==> config.mk <==
export PLATFORM = sky130hd
export DESIGN_NAME = ir_rate_recovery
export DESIGN_NICKNAME = d
export VERILOG_FILES = /design/src/rtl/ir_rate_pkg.sv /design/src/rtl/ir_frac_phase.sv /design/src/rtl/ir_rate_ctrl.sv /design/src/rtl/ir_rate_dp.sv /design/src/rtl/ir_rate_recovery.sv
export SDC_FILE = /design/constraint.sdc
export NUM_CORES = 1
export LEC_CHECK = 0
export CAP_MARGIN = 15
export CORE_ASPECT_RATIO = 0.8
export CORE_MARGIN = 2
export CORE_UTILIZATION = 60
export DETAILED_ROUTE_END_ITERATION = 8
export PLACE_DENSITY = 0.89
export SLEW_MARGIN = 25
export SYNTH_ARGS = -nofsm -noshare
export SYNTH_HDL_FRONTEND = slang
export SYNTH_SLANG_ARGS = --single-unit
==> constraint.sdc <==
create_clock -name clk -period 7.18 [get_ports clk]
set_input_delay 2.154 -clock clk [delete_from_list [all_inputs] [get_ports clk]]
set_output_delay 2.154 -clock clk [all_outputs]
set_load 0.05 [all_outputs]
==> src/rtl/ir_rate_pkg.sv <==
`timescale 1ns/1ps
package ir_rate_pkg;
  // control -> datapath: which period length the fractional sequencers pick now
  typedef struct packed {
    logic txLong;
    logic rxLong;
  } ctrlStrobes_t;

  // datapath -> control: a period just ended, advance the phase
  typedef struct packed {
    logic preEnd;
    logic cellEnd;
  } dpEvents_t;
endpackage

==> src/rtl/ir_frac_phase.sv <==
`timescale 1ns/1ps
// Spreads NUM long periods evenly over every DEN periods.
module ir_frac_phase #(
  parameter int NUM = 5,
  parameter int DEN = 12
) (
  input  logic clk,
  input  logic rstN,
  input  logic en,
  input  logic adv,
  output logic isLong
);
  localparam int AW = $clog2(NUM + DEN);

  logic [AW-1:0] acc;
  logic [AW-1:0] sum;

  assign sum    = acc + AW'(NUM);
  assign isLong = (sum >= AW'(DEN));

  always_ff @(posedge clk or negedge rstN) begin
    if (!rstN)      acc <= '0;
    else if (!en)   acc <= '0;
    else if (adv)   acc <= isLong ? (sum - AW'(DEN)) : sum;
  end
endmodule

==> src/rtl/ir_rate_ctrl.sv <==
`timescale 1ns/1ps
module ir_rate_ctrl
  import ir_rate_pkg::*;
#(
  parameter int TX_NUM = 5,
  parameter int TX_DEN = 12,
  parameter int RX_NUM = 2,
  parameter int RX_DEN = 3
) (
  input  logic         clk,
  input  logic         rstN,
  input  logic         en,
  input  dpEvents_t    ev,
  output ctrlStrobes_t st
);
  localparam int N_SEQ = 2;
  localparam int SEQ_NUM [N_SEQ] = '{TX_NUM, RX_NUM};
  localparam int SEQ_DEN [N_SEQ] = '{TX_DEN, RX_DEN};

  logic [N_SEQ-1:0] advVec;
  logic [N_SEQ-1:0] longVec;

  assign advVec = {ev.cellEnd, ev.preEnd};

  for (genvar g = 0; g < N_SEQ; g++) begin : g_seq
    ir_frac_phase #(
      .NUM(SEQ_NUM[g]),
      .DEN(SEQ_DEN[g])
    ) u_phase (
      .clk   (clk),
      .rstN  (rstN),
      .en    (en),
      .adv   (advVec[g]),
      .isLong(longVec[g])
    );
  end

  assign st.txLong = longVec[0];
  assign st.rxLong = longVec[1];
endmodule

==> src/rtl/ir_rate_dp.sv <==
`timescale 1ns/1ps
module ir_rate_dp
  import ir_rate_pkg::*;
#(
  parameter int TX_INT        = 10,
  parameter int TICKS_PER_BIT = 4,
  parameter int RX_INT        = 41,
  parameter int RX_DECIDE     = 20,
  parameter int SYNC_STAGES   = 2
) (
  input  logic         clk,
  input  logic         rstN,
  input  logic         en,
  input  logic         rateHi,
  input  logic         irIn,
  input  ctrlStrobes_t st,
  output dpEvents_t    ev,
  output logic         txBitEn,
  output logic         rxBit,
  output logic         rxBitValid
);
  localparam int PW = $clog2(TX_INT + 1);
  localparam int TW = $clog2(2 * TICKS_PER_BIT);
  localparam int CW = $clog2(RX_INT + 1);

  // ---------------- transmit divider ----------------
  logic [PW-1:0] preCnt, preLast;
  logic [TW-1:0] tickCnt, tickLast;
  logic          preEnd, bitEnd;

  assign preLast  = st.txLong ? PW'(TX_INT) : PW'(TX_INT - 1);
  assign preEnd   = en && (preCnt == preLast);
  assign tickLast = rateHi ? TW'(TICKS_PER_BIT - 1) : TW'(2 * TICKS_PER_BIT - 1);
  assign bitEnd   = preEnd && (tickCnt >= tickLast);
  assign txBitEn  = bitEnd;

  always_ff @(posedge clk or negedge rstN) begin
    if (!rstN) begin
      preCnt  <= '0;
      tickCnt <= '0;
    end else if (!en) begin
      preCnt  <= '0;
      tickCnt <= '0;
    end else begin
      preCnt <= preEnd ? '0 : preCnt + 1'b1;
      if (preEnd) tickCnt <= bitEnd ? '0 : tickCnt + 1'b1;
    end
  end

  // ---------------- receive synchronizer and edge ----------------
  logic [SYNC_STAGES:0] syncQ;
  logic                 rise;

  always_ff @(posedge clk or negedge rstN) begin
    if (!rstN) syncQ <= '0;
    else       syncQ <= {syncQ[SYNC_STAGES-1:0], irIn};
  end

  assign rise = syncQ[SYNC_STAGES-1] & ~syncQ[SYNC_STAGES];

  // ---------------- receive cell counter and decision ----------------
  logic [CW-1:0] cellCnt, cellLast;
  logic          decide, pulseSeen;

  assign cellLast   = st.rxLong ? CW'(RX_INT) : CW'(RX_INT - 1);
  assign decide     = (cellCnt == CW'(RX_DECIDE));
  assign ev.preEnd  = preEnd;
  assign ev.cellEnd = en && !rise && !decide && (cellCnt == cellLast);

  always_ff @(posedge clk or negedge rstN) begin
    if (!rstN) begin
      cellCnt    <= '0;
      pulseSeen  <= 1'b0;
      rxBit      <= 1'b0;
      rxBitValid <= 1'b0;
    end else if (!en) begin
      cellCnt    <= '0;
      pulseSeen  <= 1'b0;
      rxBitValid <= 1'b0;
    end else begin
      rxBitValid <= !rise && decide;
      if (rise) begin
        cellCnt   <= '0;
        pulseSeen <= 1'b1;
      end else if (decide) begin
        rxBit     <= ~pulseSeen;
        pulseSeen <= 1'b0;
        cellCnt   <= cellCnt + 1'b1;
      end else if (ev.cellEnd) begin
        cellCnt <= '0;
      end else begin
        cellCnt <= cellCnt + 1'b1;
      end
    end
  end
endmodule

==> src/rtl/ir_rate_recovery.sv <==
`timescale 1ns/1ps
module ir_rate_recovery
  import ir_rate_pkg::*;
#(
  parameter int TX_INT        = 10,
  parameter int TX_NUM        = 5,
  parameter int TX_DEN        = 12,
  parameter int TICKS_PER_BIT = 4,
  parameter int RX_INT        = 41,
  parameter int RX_NUM        = 2,
  parameter int RX_DEN        = 3,
  parameter int RX_DECIDE     = 20,
  parameter int SYNC_STAGES   = 2
) (
  input  logic clk,
  input  logic rstN,
  input  logic en,
  input  logic rateHi,
  input  logic irIn,
  output logic txBitEn,
  output logic rxBit,
  output logic rxBitValid
);
  ctrlStrobes_t st;
  dpEvents_t    ev;

  ir_rate_ctrl #(
    .TX_NUM(TX_NUM), .TX_DEN(TX_DEN),
    .RX_NUM(RX_NUM), .RX_DEN(RX_DEN)
  ) u_ctrl (
    .clk (clk),
    .rstN(rstN),
    .en  (en),
    .ev  (ev),
    .st  (st)
  );

  ir_rate_dp #(
    .TX_INT(TX_INT), .TICKS_PER_BIT(TICKS_PER_BIT),
    .RX_INT(RX_INT), .RX_DECIDE(RX_DECIDE), .SYNC_STAGES(SYNC_STAGES)
  ) u_dp (
    .clk       (clk),
    .rstN      (rstN),
    .en        (en),
    .rateHi    (rateHi),
    .irIn      (irIn),
    .st        (st),
    .ev        (ev),
    .txBitEn   (txBitEn),
    .rxBit     (rxBit),
    .rxBitValid(rxBitValid)
  );
endmodule

==> impl_metrics.csv <==
group,metric,value,unit
outcome,status,"complete, no violations",
clock_network,cts.path.max_buffers,2,
timing,finalHoldViolations,0,
pwr,p_clk_share,27.3,%
synthesis,synth_commonest_cells,"27 x dfrtp_1, 19 x nand2_1, 18 x nor2_1, 11 x ha_1, 11 x inv_1",
placement,gp_congestion,0.9136,
grt,grt_first_pass_wirelength,5319,um
route,viasPerCell,5.659,
clock_network,clk_pin_slew_worst_paths,130,ps
cells_and_area,area_growth,9.644,%
synthesis,synth_ff_type,"dfrtp_1",
timing,fin_skew,20.32,ps
synthesis,yosys-top-cells-area,"dfrtp_1 43%, ha_1 8.7%, mux2i_1 5.7%, nand2_1 4.5%, nor2_1 4.3%",
clock_network,clock_latency,340,ps
grt,track_usage,23.34,%
clock_network,hold_buffers,0,
clock_network,cts_tree,"yes",
pwr,vdd_ir_drop_max,0.1427,mV
synthesis,yosys.area.top_type,"dfrtp_1",
hold_path,min_path_type,"register to register",
setup_path,crit_arrival,4030,ps
synthesis,ys_seq_area_share,42.69,%
grt,grt.overflow.total,0,
synthesis,syn_nets,177,
synthesis,syn_inst,161,
synthesis,syn_area,1583,um2
route,dr.first_iter.drc_count,104,
synthesis,yosysTopAreaCellShare,42.69,%
placement,port_buffers,7,
synthesis,synth_cell_types,41,
setup_path,cp.required,5030,ps
route,drtAntennaViolNets,0,
timing,drv_slew,0,
synthesis,synthArstFlopShare,100.0,%
timing,fin_ws,993.9,ps
synthesis,avgSynthCellArea,9.831,um2
grt,grt_pass1_vias,1211,
pwr,netSwitchingFraction,25.26,%
setup_path,crit_path_end_kind,"output port",
cells_and_area,fin_nets,189,
pwr,power.leakage,0.7795,nW
synthesis,synth.most_common_cell,"dfrtp_1",
pwr,p_switching,62.52,uW
timing,worst_hold_slack,365.2,ps
grt,antenna_found_initial,0,
synthesis,synth_edf_count,0,
floorplan,start_util,63.76,%
grt,grt_max_degree,28,
floorplan,pin_count,8,
timing,rsz0062_at_grt,"no",
clock_network,clock_sink_count,27,
pwr,internal-power,185.0,uW
timing,finalSetupTns,0,ps
route,finalWirelength,3025,um
synthesis,ys_seq_elements,27,
pwr,pwr-share-seq,64.5,%
cells_and_area,antenna_cells,0,
timing,min_period,6186,ps
timing,fin_crit_sh,86.16,%
timing,setup_violations,0,
placement,dp_slack,999.3,ps
route,wire_per_inst,14.54,um
placement,hpwlAfterDp,2268,um
floorplan,dieArea,3068,um2
route,dr_total_vias,1177,
pwr,power.total,247.5,uW
floorplan,die_w,61.43,um
clock_network,cts-root-buf,"clkbuf_4",
setup_path,critPathKind,"input pin to output port",
synthesis,ys_warn_count,0,
cells_and_area,drive_above_1_share,7.558,%
floorplan,die_y,49.94,um
clock_network,cts_resized,0,
route,drcViolationCount,0,
clock_network,cts_made_buffers,3,
setup_path,cp-start-kind,"input pin",
floorplan,rows,16,
timing,worst_slew_pin_slew,482.5,ps
pwr,power_density,142.6,nW/um2
clock_network,cts.htree.levels,1,
clock_network,cts_setup_buffers,0,
floorplan,coreArea,2482,um2
route,dr.pass1.iters,4,
job,maxCapViolCount,0,
timing,fmax,161.7,MHz
setup_path,path_max_fanout,21,
timing,slew_headroom,66.91,%
pwr,power_frac_comb,8.1,%
[layout make-up]
cell class                 count  area, um2
multi-input combinational    120      854.6
inverter                      12      45.04
clock inverter                 1      7.507
sequential                    27      675.6
timing repair buffer           9      85.08
tap                           36      45.04
clock buffer                   3      22.52
fill                         198      747.0
[power groups by stage]
stage	Sequential, mW	Combinational, mW	Clock (mW)
after global routing	0.160	0.0235	0.0764
after global placement	0.162	0.0192	0
final	0.160	0.0201	0.0676
after floorplan	0.162	0.0117	0
after detailed placement	0.162	0.0205	0
after CTS	0.160	0.0207	0.0701
[cell usage in the layout, fill, tap and decap left out, drive strengths merged, types with 2 or more instances in the layout]
cell type and count:
clkdlybuf4s50 7, inv 12, nor2 18, or3 2, dfrtp 27, o211ai 2, nand2 19, nand3 8
nand2b 3, a21boi 2, o21ai 5, mux2i 9, buf 2, o21a 3, xnor2 7, ha 11
clkbuf 3, xor2 3, nor3 4, a21oi 6
[stage by stage]
stage                     std cells  utilization (%)  instance area, um2
after global placement          204            68.70                1705
final                           208            69.91                1735
after floorplan                 161                -                1583
after detailed placement        204            68.70                1705
after global routing            208            69.91                1735
after CTS                       208            69.91                1735
[sequential cells by signal (all words and copies together), names as in the netlist]
name and flops:
u_ctrl.g_seq.u_phase.acc 8, u_dp.preCnt 4, u_dp.rxBit 1, u_dp.tickCnt 3, u_dp.cellCnt 6, u_dp.pulseSeen 1
u_dp.syncQ 3, u_dp.rxBitValid 1
[path summary, 6_finish.rpt]
| kind | end | cells past startpoint | slack (ps) | startpoint |
|---|---|---|---|---|
| hold reg to reg | u_dp.syncQ[1] | 0 | 370 | u_dp.syncQ[0] |
| hold / removal | u_dp.syncQ[1] | 0 | 370 | u_dp.syncQ[0] |
| max in group asynchronous | u_ctrl.g_seq[0].u_phase.acc[3] | 2 | 4740 | rstN |
| setup reg to reg | u_ctrl.g_seq[0].u_phase.acc[0] | 8 | 4490 | u_ctrl.g_seq[0].u_phase.acc[0] |
| setup / recovery | txBitEn | 5 | 990 | en |
| min in group asynchronous | u_ctrl.g_seq[1].u_phase.acc[0] | 2 | 2160 | rstN |
[cells by family after synthesis]
group                      Yosys count  share of synthesized area (%)
AOI/OAI and AO/OA                   26                          13.04
DFF                                 27                          42.69
buffers and inverters               14                          3.320
xor gates and xnor gates            10                          5.534
adders and majority gates           11                          8.696
muxes                               10                          6.640
and+or+nand+nor                     63                          20.08
[metal layers]
layer	track usage [%]	wire [um]	up-vias
li1	-	-	578
met1	30.20	1358	568
met2	39.18	1517	27
met3	5.249	122	4
met4	5.674	26	0
met5	0	0	-
[worst max-delay path, stage by stage]
cell	delay, ps
clkdlybuf4s50_1	450
buf_4	220
inv_1	170
nor3_2	200
clkdlybuf4s50_1	830
Note: power is estimated with default switching activity, not from simulation.
